**config.mk**
```make
export PLATFORM = sky130hd
export DESIGN_NAME = tsm_top
export DESIGN_NICKNAME = d
export VERILOG_FILES = /design/src/rtl/tsm_pkg.sv /design/src/rtl/tsm_trigpath.sv /design/src/rtl/tsm_modectl.sv /design/src/rtl/tsm_top.sv
export SDC_FILE = /design/constraint.sdc
export NUM_CORES = 1
export LEC_CHECK = 0
export BUFFER_PORTS_ARGS = -buffer_cell sky130_fd_sc_hd__buf_2
export CAP_MARGIN = 20
export CORE_MARGIN = 3
export CORE_UTILIZATION = 30
export DETAILED_ROUTE_END_ITERATION = 12
export SLEW_MARGIN = 20
export SYNTH_ARGS = -nofsm -noshare
export SYNTH_HDL_FRONTEND = slang
export SYNTH_SLANG_ARGS = --single-unit
export TNS_END_PERCENT = 100
```
**constraint.sdc**
```tcl
create_clock -name clk -period 1.2 [get_ports clk]
set_input_delay 0.06 -clock clk [delete_from_list [all_inputs] [get_ports clk]]
set_output_delay 0.06 -clock clk [all_outputs]
set_load 0.02 [all_outputs]
```
**src/rtl/tsm_pkg.sv**
```systemverilog
package tsm_pkg;
  localparam logic [2:0] SM_RESTART = 3'd4;
  localparam logic [2:0] SM_PAUSE   = 3'd5;
  localparam logic [2:0] SM_RESUME  = 3'd6;
  localparam logic [2:0] SM_EXTCLK  = 3'd7;

  // strobes handed from the trigger datapath to the mode control
  typedef struct packed {
    logic level;   // synchronised level of the selected source
    logic rise;    // one-cycle rising-edge strobe of the selected source
    logic isSoft;  // software update bit is the selected source
  } trig_t;
endpackage

```
**src/rtl/tsm_trigpath.sv**
```systemverilog
module tsm_trigpath
  import tsm_pkg::*;
#(
  parameter int NUM_EXT     = 3,
  parameter int SEL_W       = 3,
  parameter int SYNC_STAGES = 2
) (
  input  logic               clk,
  input  logic               rstN,
  input  logic [NUM_EXT-1:0] trigIn,
  input  logic               chanEdge,
  input  logic [SEL_W-1:0]   trigSel,
  output trig_t              trig
);
  localparam logic [SEL_W-1:0] CHAN_SEL = SEL_W'(NUM_EXT + 1);

  logic [NUM_EXT-1:0] syncLvl;
  logic [NUM_EXT-1:0] syncRise;

  for (genvar i = 0; i < NUM_EXT; i++) begin : g_src
    // SYNC_STAGES flops of synchroniser plus one history flop for edge detect
    logic [SYNC_STAGES:0] chain;
    always_ff @(posedge clk) begin
      if (!rstN) chain <= '0;
      else       chain <= {chain[SYNC_STAGES-1:0], trigIn[i]};
    end
    assign syncLvl[i]  = chain[SYNC_STAGES-1];
    assign syncRise[i] = chain[SYNC_STAGES-1] & ~chain[SYNC_STAGES];

    a_r3_rise_single: assert property (@(posedge clk) disable iff (!rstN)
      syncRise[i] |=> !syncRise[i]);
  end

  always_comb begin
    trig        = '0;
    trig.isSoft = (trigSel == '0);
    for (int i = 0; i < NUM_EXT; i++) begin
      if (trigSel == SEL_W'(i + 1)) begin
        trig.level = syncLvl[i];
        trig.rise  = syncRise[i];
      end
    end
    if (trigSel == CHAN_SEL) begin
      trig.level = 1'b0;      // both-edge strobe carries no level
      trig.rise  = chanEdge;
    end
  end
endmodule

```
**src/rtl/tsm_modectl.sv**
```systemverilog
module tsm_modectl
  import tsm_pkg::*;
(
  input  logic       clk,
  input  logic       rstN,
  input  logic [2:0] modeSel,
  input  trig_t      trig,
  input  logic       swUpdGen,
  input  logic       updDisable,
  input  logic       swRun,
  input  logic       flagClr,
  output logic       pscTick,
  output logic       cntEn,
  output logic       cntReset,
  output logic       updEvt,
  output logic       trigFlag
);
  logic slaveOn;
  logic runLatch;
  logic prevSwRun;
  logic restartHit;

  assign slaveOn    = modeSel[2];
  assign restartHit = (modeSel == SM_RESTART) && trig.rise;

  always_comb begin
    if (modeSel == SM_EXTCLK) pscTick = trig.rise && !trig.isSoft;
    else                      pscTick = 1'b1;
  end

  always_comb begin
    unique case (modeSel)
      SM_PAUSE:  cntEn = swRun && trig.level;
      SM_RESUME: cntEn = runLatch;
      default:   cntEn = swRun;
    endcase
  end

  assign cntReset = restartHit || swUpdGen;
  assign updEvt   = cntReset && !updDisable;

  always_ff @(posedge clk) begin
    if (!rstN) begin
      runLatch  <= 1'b0;
      prevSwRun <= 1'b0;
    end else begin
      prevSwRun <= swRun;
      if (modeSel == SM_RESUME) begin
        if (trig.rise)                runLatch <= 1'b1;
        else if (prevSwRun && !swRun) runLatch <= 1'b0;
        else if (!prevSwRun && swRun) runLatch <= 1'b1;
      end else begin
        runLatch <= swRun;
      end
    end
  end

  always_ff @(posedge clk) begin
    if (!rstN)                      trigFlag <= 1'b0;
    else if (slaveOn && trig.rise)  trigFlag <= 1'b1;
    else if (flagClr)               trigFlag <= 1'b0;
  end

  a_r5_restart_sets_flag: assert property (@(posedge clk) disable iff (!rstN)
    (modeSel == SM_RESTART && trig.rise) |=> trigFlag);
  a_r11_flag_sticky: assert property (@(posedge clk) disable iff (!rstN)
    (trigFlag && !flagClr) |=> trigFlag);
  a_r7_pause_no_reset: assert property (@(posedge clk) disable iff (!rstN)
    (modeSel == SM_PAUSE && !swUpdGen) |-> !cntReset);
  a_r8_trigger_never_stops: assert property (@(posedge clk) disable iff (!rstN)
    (modeSel == SM_RESUME && runLatch && swRun) |=> runLatch);
  a_r9_soft_no_resume: assert property (@(posedge clk) disable iff (!rstN)
    (modeSel == SM_RESUME && trig.isSoft && !runLatch && !swRun) |=> !runLatch);
endmodule

```
**src/rtl/tsm_top.sv**
```systemverilog
module tsm_top
  import tsm_pkg::*;
#(
  parameter int NUM_EXT     = 3,
  parameter int SYNC_STAGES = 2,
  parameter int SEL_W       = $clog2(NUM_EXT + 2)
) (
  input  logic               clk,
  input  logic               rstN,
  input  logic [2:0]         modeSel,
  input  logic [SEL_W-1:0]   trigSel,
  input  logic [NUM_EXT-1:0] trigIn,
  input  logic               chanEdge,
  input  logic               swUpdGen,
  input  logic               updDisable,
  input  logic               swRun,
  input  logic               flagClr,
  output logic               pscTick,
  output logic               cntEn,
  output logic               cntReset,
  output logic               updEvt,
  output logic               trigFlag
);
  trig_t trig;

  tsm_trigpath #(.NUM_EXT(NUM_EXT), .SEL_W(SEL_W), .SYNC_STAGES(SYNC_STAGES)) u_path (
    .clk(clk), .rstN(rstN), .trigIn(trigIn), .chanEdge(chanEdge),
    .trigSel(trigSel), .trig(trig)
  );

  tsm_modectl u_ctl (
    .clk(clk), .rstN(rstN), .modeSel(modeSel), .trig(trig),
    .swUpdGen(swUpdGen), .updDisable(updDisable), .swRun(swRun), .flagClr(flagClr),
    .pscTick(pscTick), .cntEn(cntEn), .cntReset(cntReset), .updEvt(updEvt),
    .trigFlag(trigFlag)
  );

  a_r10_pause_needs_level: assert property (@(posedge clk) disable iff (!rstN)
    (modeSel == SM_PAUSE && trigSel == SEL_W'(NUM_EXT + 1)) |-> !cntEn);
endmodule

```
* Yosys cells after proc, flatten, opt, wreduce, memory -nomap -nowiden *
Index checks and enable logic that the tools add are counted.

operators by class
  equal/unequal tests = 9
  multiplexer cells = 12
  bitwise logic cells = 6
  reduce and logical (&&, ||, !) cells = 14

operator list
  operator            number
  $eq 3x3->1 const B  5
  $mux 2              4
  $logic_and 1x1->1   7
  $mux 1              7
  $eq 3x2->1 const B  2
  $logic_not 1->1     4
  $ne 4x3->1 const B  1
  $and 1x1->1         3
  $eq 3x1->1 const B  1
  $logic_not 3->1     1
  $not 1->1           3
  $pmux 1 s2          1
  $reduce_bool 2->1   1
  $logic_or 1x1->1    1

word-level totals
  register bits = 12
  input port bits = 16
  output and inout port bits = 5
  word-level logic and storage cells = 47

* Depth between registers and ports, before layout *
Gate-level depths: netlist of the first run.

  word-level depth = 9
  mapped depth = 5
  mapped depth without buffers = 5

* Modules after synthesis *
Synthesis of the first run repeated with hierarchy kept, for this count alone.

second synthesis, totals
  cells, all modules = 53
  area total of the unflattened synthesis = 519.2 µm²

modules (own cells, without submodules)
  module        times used  cells each  area each (µm²)  sequential area each (µm²)
  tsm_trigpath  1           30          322.8            180.2
  tsm_modectl   1           23          196.4            60.1

* Worst setup path after synthesis of the first run *
Ideal clock, no wire load.

  path kind = register to output
  start = reg u_path.g_src[1].chain[2]
  end = out cntReset
  arrival = 1,168 ps
  required time = 1,140 ps
  slack = -28 ps
  stages on the path, launching flop included = 5
  buffers on the path = 0
  path through = dfxtp_1 > nand2b_1 > o21ai_0 > a31oi_2 > o31ai_2

between the ends
  longest elaborated chain between the ends = 7

RTL lines
  what                    RTL line            source
  start, declared         tsm_trigpath.sv:22  logic [SYNC_STAGES:0] chain;
  start signal, assigned  tsm_trigpath.sv:25  else chain <= {chain[SYNC_STAGES-1:0], trigIn[i]};
  $not 1->1               tsm_trigpath.sv:28  assign syncRise[i] = chain[SYNC_STAGES-1] & ~chain[SYNC_STAGES];
  $and 1x1->1             tsm_trigpath.sv:28
  $mux 2 (2 in series)    tsm_trigpath.sv:38  if (trigSel == SEL_W'(i + 1)) begin
  $mux 2                  tsm_trigpath.sv:43  if (trigSel == CHAN_SEL) begin
  $logic_and 1x1->1       tsm_modectl.sv:24   assign restartHit = (modeSel == SM_RESTART) && trig.rise;
  $logic_or 1x1->1        tsm_modectl.sv:39   assign cntReset = restartHit || swUpdGen;
  end, declared           tsm_top.sv:20       output logic cntReset,

Every way passes these cells.

* Worst setup path after layout of the first run *
  start = reg u_path.g_src[0].chain[2]
  end = out cntReset

between the ends
  longest elaborated chain between the ends = 8

RTL lines
  what                    RTL line
  start, declared         tsm_trigpath.sv:22
  start signal, assigned  tsm_trigpath.sv:25
  $not 1->1               tsm_trigpath.sv:28
  $and 1x1->1             tsm_trigpath.sv:28
  $mux 2 (3 in series)    tsm_trigpath.sv:38
  $mux 2                  tsm_trigpath.sv:43
  $logic_and 1x1->1       tsm_modectl.sv:24
  $logic_or 1x1->1        tsm_modectl.sv:39

Every way passes these cells.

==> out/metrics.cfg, run 1 <==
[floorplanning]
die_width_um = 48.8
die_y_um = 48.8
core_area_um2 = 1610
dieArea_um2 = 2380
initial_core_util_pct = 34.2
fp-row-count = 14
pin_count = 21

[route]
drc = 0
vias = 508
drtIter0Drc = 4
ant_nets = 0
viasPerCell = 4.54
routedWlPerCell_um = 10.0
firstDrtPassIters = 2
totalWireLength_um = 1120

[outcome]
violations = negative setup slack
outcome = complete, but fails checks

[pwr]
leakage_nw = 0.350
power_mw = 0.885
switchingPower_mw = 0.214
peakVddDrop_mv = 0.705
pwr-share-comb_pct = 15.8
internal-power_mw = 0.670
clkPwrFrac_pct = 36.7
power_frac_seq_pct = 47.6
p_sw_share_pct = 24.2
p_per_area_nw_per_um2 = 1130

[grt]
grt_util_met3_pct = 6.12
grt_pass1_wl_um = 1770
use_met1_pct = 9.89
use_met2_pct = 16.3
grt.busiest_layer = met2
antenna_found_initial = 0
grt_max_degree = 14
grt_pass1_vias = 433
grt_overflow_total = 0
globalRouteTotalUtil_pct = 9.88

[cells_and_area]
finalNetCount = 106
fin_cells = 112
diodes = 0
syn_to_final_growth_pct = 42.0
drive_gt1_share_pct = 37.5
num-fill-cells = 163

[worst_setup_path]
slowest_delay_ns = 0.30
worst-path-buf-inv = 1
cp.arrival_ns = 1.40
cp_slowest_cell = dfxtp_1
r2r_slack_ns = 0.10
critPathLaunchType = flip-flop
crit_path_cell_trace = nand4bb_1, a21oi_2, a31oi_2, o31ai_2, buf_4
cp.required_ns = 1.14
cpLargestDelayFamily = compound AO/OA/AOI/OAI gates
end_kind = primary output
worstSetupPathType = flip-flop to primary output
cp_max_fo = 4
reg2reg_depth = 6
reg2reg_from = u_path.g_src[0].chain[2]
r2r-end = u_ctl.trigFlag

[cts]
cts-root-buf = clkbuf_4
path_clk_slew_ns = 0.08
cts_buffers = 3
tritoncts = yes
htreeDepth = 1
clk_path_buf_depth = 2
clock_sinks = 12
worstSkewPairLatency_ns = 0.28

[min_path]
hold_path.class = primary input to flip-flop
worstHoldStart = swRun
min_path_cells = 2
min_to = u_ctl.prevSwRun

[timing]
slew_headroom_pct = 82.4
setup_slack_ns = -0.255
hold_viol = 0
max_freq_mhz = 687
rsz0062_at_grt = yes
drv_slew = 0
setup_viol = 4
min_period_over_period_pct = 121
final.min_clock_period_ns = 1.46
worstMarginPinSlew_ns = 0.263
fin_worst_skew_ns = 0.00824

[logic_synthesis]
yosysSeqAreaShare_pct = 43.6
synthTopCellsByArea = dfxtp_1 (44%), and2_1 (11%), mux2i_1 (5.5%), nand3b_1 (4.1%), inv_1 (3.4%)
synth_cells = 58
synth_top_area_cell = dfxtp_1
syn_area_um2 = 551
syn_avg_cell_area_um2 = 9.49
syn_nets = 75
netlist.area_leader.share_pct = 43.6
synth_seq_cells = 12
synth_cell_types = 25
yosys_warnings = 0

[place]
gp_congestion = 0.742
place_hpwl_um = 785
io_buffer_count = 20
dp.cells = 103

[run]
drv_cap = 0

-- stage by stage --
| step | util, % | TNS, ns | setup slack, ns | instance area [um2] | hold WS (ns) |
|---|---|---|---|---|---|
| 2_1_floorplan | - | -0.0425 | -0.0276 | 551 | 0.182 |
| 3_3_place_gp | 42.9 | -0.0255 | -0.0255 | 692 | 0.266 |
| 3_5_place_dp | 42.9 | -0.0536 | -0.0536 | 692 | 0.271 |
| 4_1_cts | 47.9 | -0.884 | -0.264 | 772 | 0.00675 |
| 5_1_grt | 48.5 | -1.30 | -0.371 | 782 | 0.0119 |
| 6_report | 48.5 | -0.842 | -0.255 | 782 | 0.00635 |
-- registers in the layout (all words and copies together) (netlist names) --
signal              flops
u_ctl.trigFlag          1
u_ctl.prevSwRun         1
u_ctl.runLatch          1
u_path.g_src.chain      9
-- synth_stat cells --
library cell and n:
dfxtp_1 12, and2_1 10, inv_1 5, mux2i_1 3
nand2_1 3, nand3b_1 3, o21ai_0 3, nand2b_1 2
a211oi_1 1, a211oi_2 1, a21oi_1 1, a21oi_2 1
a31oi_1 1, a31oi_2 1, clkbuf_1 1, ha_1 1
nand4_1 1, nand4bb_1 1, nor2_1 1, nor3b_1 1
o211ai_1 1, o22ai_1 1, o31ai_1 1, o31ai_2 1
or3_1 1
-- cell type report --
| type | instances | area (um2) | area share [%] |
|---|---|---|---|
| multi-input cells | 40 | 292 | 37.3 |
| flip-flops and latches | 12 | 240 | 30.7 |
| clock buffers | 4 | 36.3 | 4.64 |
| repair buffers | 27 | 165 | 21.1 |
| well taps | 24 | 30.0 | 3.84 |
| inverters | 5 | 18.8 | 2.40 |
-- layout by cell type (no fill, tap or decap), types with 2 or more instances in the layout --
| master | count |
|---|---|
| nand2b_1 | 2 |
| mux2i_1 | 3 |
| buf_2 | 18 |
| buf_4 | 6 |
| nand3b_1 | 3 |
| and2_1 | 10 |
| nand2_1 | 3 |
| clkbuf_4 | 3 |
| inv_1 | 5 |
| dfxtp_1 | 12 |
| dlygate4sd3_1 | 3 |
-- kinds of logic after synthesis --
logic type      Yosys count  synth area share (%)
compound gates           13                  18.4
fa+ha+maj                 1                  2.27
buf+inv                   6                  4.09
flops                    12                  43.6
mux                       3                  5.45
simple gates             23                  26.1
-- routing by layer --
metal,routed length [um],vias up
met4,12,0
met2,517,18
met1,494,222
met5,0,-
li1,-,266
met3,99,2
-- worst max path at each step --
stage / from / depth (start not counted) / slack (ns) / to
after floorplan: u_path.g_src[1].chain[2] / 4 / -0.03 / cntReset
after global placement: u_path.g_src[1].chain[2] / 5 / -0.03 / cntReset
after detailed placement: u_path.g_src[1].chain[2] / 5 / -0.05 / cntReset
after CTS: u_path.g_src[0].chain[2] / 5 / -0.26 / cntReset
after global routing: u_path.g_src[0].chain[2] / 5 / -0.37 / cntReset
final: u_path.g_src[0].chain[2] / 5 / -0.26 / cntReset
-- repair_timing --
item | in CTS | in global routing
resized for setup | 3 | 2
hold buffers | 3 | 0
buffers inserted | 1 | 1
pin swaps | 0 | 1
setup endpoints to repair | 4 | 5
endpoints found under the hold margin | 3 | 0
-- power groups by stage --
stage | logic (mW) | clock network (mW) | registers, mW
final | 0.140 | 0.324 | 0.421
after global routing | 0.155 | 0.356 | 0.423
after CTS | 0.138 | 0.336 | 0.421
after detailed placement | 0.125 | 0 | 0.430
after global placement | 0.124 | 0 | 0.429
after floorplan | 0.0693 | 0 | 0.429
Note: power is estimated with default switching activity, not from simulation.
==> inputs of run 2 (changes only) <==
Settings changed: CORE_ASPECT_RATIO set to 0.8, GPL_ROUTABILITY_DRIVEN set to 0, SYNTH_HIERARCHICAL set to 1.
==> run 2 against run 1 <==
Against the previous run:
- the run still ends with negative setup slack left
- wire length up 12%
- power increased by 3.2%
- cell area increased by 17%
- via count fell by 1.6%
- clock skew shrank 0.0062 ns
- area after synthesis decreased by 5.7%
- utilization grew 12 points
- setup slack lost 0.30 ns
- clock power down 6%
- largest cell class unchanged
- largest power group unchanged
- highest routed layer unchanged
==> out/metrics.cfg, run 2 <==
[timing]
worstMarginPinSlew_ns = 0.358
rsz0062_at_grt = yes
hold_viol = 0
max_freq_mhz = 568
setup_viol = 6
final.min_clock_period_ns = 1.76
slew_headroom_pct = 76.0
drv_slew = 0
timing.hold.ws_ns = 0.0256
min_period_over_period_pct = 147
fin_worst_skew_ns = 0.00202
setup_slack_ns = -0.560

[worst_setup_path]
r2r-end = u_ctl/runLatch
end_kind = primary output
cp_max_fo = 2
critPathLaunchType = flip-flop
cp.required_ns = 1.14
cp.arrival_ns = 1.70
setup.worst_path.end = updEvt
startpoint = u_path/g_src[0].chain[1]
worstSetupPathType = flip-flop to primary output
reg2reg_depth = 7
reg2reg_from = u_path/g_src[1].chain[1]
r2r_slack_ns = -0.35

[pwr]
p_per_area_nw_per_um2 = 997
power_frac_seq_pct = 46.2
peakVddDrop_mv = 0.859
internal-power_mw = 0.704
pwr-share-comb_pct = 20.4
switchingPower_mw = 0.209
leakage_nw = 0.405
p_sw_share_pct = 22.9
clkPwrFrac_pct = 33.4

[min_path]
hold_path.class = primary input to flip-flop

[place]
postPlaceCellArea_um2 = 726
place_ws_ns = -0.316
io_buffer_count = 20
place_hpwl_um = 811
dp.cells = 99

[logic_synthesis]
yosys-top-cells-count = dfxtp_1 (12), and2_1 (11), inv_1 (5), nand2_1 (3), nor3b_1 (3)
syn_nets = 70
synth_top_area_cell = dfxtp_1
netlist.area_leader.share_pct = 46.3
async_flop_share_pct = 0
yosysMostFrequentCell = dfxtp_1
synth_seq_cells = 12
ys.flop_type = dfxtp_1
syn_area_um2 = 519
yosys_warnings = 6
synthTopCellsByArea = dfxtp_1 (46%), and2_1 (13%), nor3b_1 (4.3%), mux2i_1 (3.9%), inv_1 (3.6%)
synth_cells = 53
synth_cell_types = 21
yosysSeqAreaShare_pct = 46.3
syn_avg_cell_area_um2 = 9.80
synth_edf_count = 0

[grt]
grt_pass1_wl_um = 2090
globalRouteTotalUtil_pct = 12.6
grt_max_degree = 13
grt_pass1_vias = 483
grt_overflow_total = 0
antenna_found_initial = 0

[route]
viasPerCell = 4.42
drtIter0Drc = 6
firstDrtPassIters = 4
ant_nets = 0
vias = 500
drc = 0
routedWlPerCell_um = 11.2
totalWireLength_um = 1260

[outcome]
violations = negative setup slack
outcome = complete, but fails checks

[cts]
htreeDepth = 1
path_clk_slew_ns = 0.07
cts_buffers = 3
clk_path_buf_depth = 2
clock_sinks = 12
worstSkewPairLatency_ns = 0.26
cts-root-buf = clkbuf_4
tritoncts = yes

[cells_and_area]
fin_cells = 113
drive_gt1_share_pct = 55.4
layout_commonest_cell = buf_2
finalInstanceArea_um2 = 916
largest_register_ffs = 9
finalNetCount = 110
diodes = 0
final_cell_mix = buf_2 (16), and2_1 (11), dfxtp_1 (10)
syn_to_final_growth_pct = 76.4
top_register = u_path/g_src.chain
num-fill-cells = 140

[floorplanning]
core_area_um2 = 1500
fp-row-count = 12
die_y_um = 43.2
die_width_um = 52.5
dieArea_um2 = 2270
pin_count = 21
initial_core_util_pct = 34.6

[run]
drv_cap = 0

## run 2: cell families (layout without fill, tap and decap cells)
group	after synthesis	count (layout)	synth area share, %
AOI/OAI and AO/OA	8	8	12.5
adders and majority gates	1	1	2.41
buffers and inverters	5	44	3.61
DFF	12	12	46.3
muxes	3	3	6.75
and+or+nand+nor	24	24	28.4
## run 2: worst min path at each step
stage	start	end	cells past startpoint
3_3_place_gp	trigIn[1]	u_path/g_src[1].chain[0]	2
6_report	swRun	u_ctl/prevSwRun	2
2_1_floorplan	updDisable	updEvt	1
3_5_place_dp	trigIn[1]	u_path/g_src[1].chain[0]	2
5_1_grt	swRun	u_ctl/prevSwRun	2
4_1_cts	swRun	u_ctl/prevSwRun	2
## run 2: through the flow
step / TNS, ns / util (%) / total power [mW]
2_1_floorplan: -0.402 / - / 0.499
6_report: -2.78 / 61.0 / 0.913
5_1_grt: -3.29 / 61.0 / 0.963
4_1_cts: -2.38 / 57.5 / 0.909
3_5_place_dp: -1.07 / 48.3 / 0.569
3_3_place_gp: -0.875 / 48.3 / 0.566
## run 2: final cells by class
type / instances / area, um2 / area share (%)
Tap cell: 21 / 26.3 / 2.87
Timing Repair Buffer: 35 / 264 / 28.8
Multi-Input combinational cell: 36 / 328 / 35.8
Clock buffer: 4 / 36.3 / 3.96
Inverter: 5 / 18.8 / 2.05
Sequential cell: 12 / 243 / 26.5
## run 2: per-layer routing
| metal | wire length (um) | global-route usage, % | vias up |
|---|---|---|---|
| li1 | - | - | 261 |
| met1 | 561 | 15.6 | 222 |
| met2 | 614 | 19.6 | 15 |
| met3 | 74 | 2.46 | 2 |
| met4 | 12 | 7.65 | 0 |
| met5 | 0 | 0 | - |
## run 2: power by group through the flow
stage | combinational [mW] | sequential [mW] | clock [mW]
final | 0.186 | 0.422 | 0.305
after detailed placement | 0.140 | 0.430 | 0
after floorplan | 0.0690 | 0.430 | 0
after global placement | 0.137 | 0.430 | 0
after global routing | 0.202 | 0.424 | 0.337
after CTS | 0.169 | 0.421 | 0.319
## run 2: timing repair
item | in CTS | in global routing
hold endpoints to repair | 3 | 0
resized for setup | 16 | 8
endpoints found under the setup margin | 6 | 6
buffers inserted | 4 | 4
pin swaps | 9 | 6
hold buffers | 3 | 0
## run 2: worst max-delay path, cell delays in order, from the launching register on
cell and delay, ns:
dfxtp_2 0.33, nand2_2 0.06, o31a_1 0.26, o22ai_2 0.19, nand2_2 0.10, o31ai_4 0.20
nor2b_4 0.19, buf_6 0.12
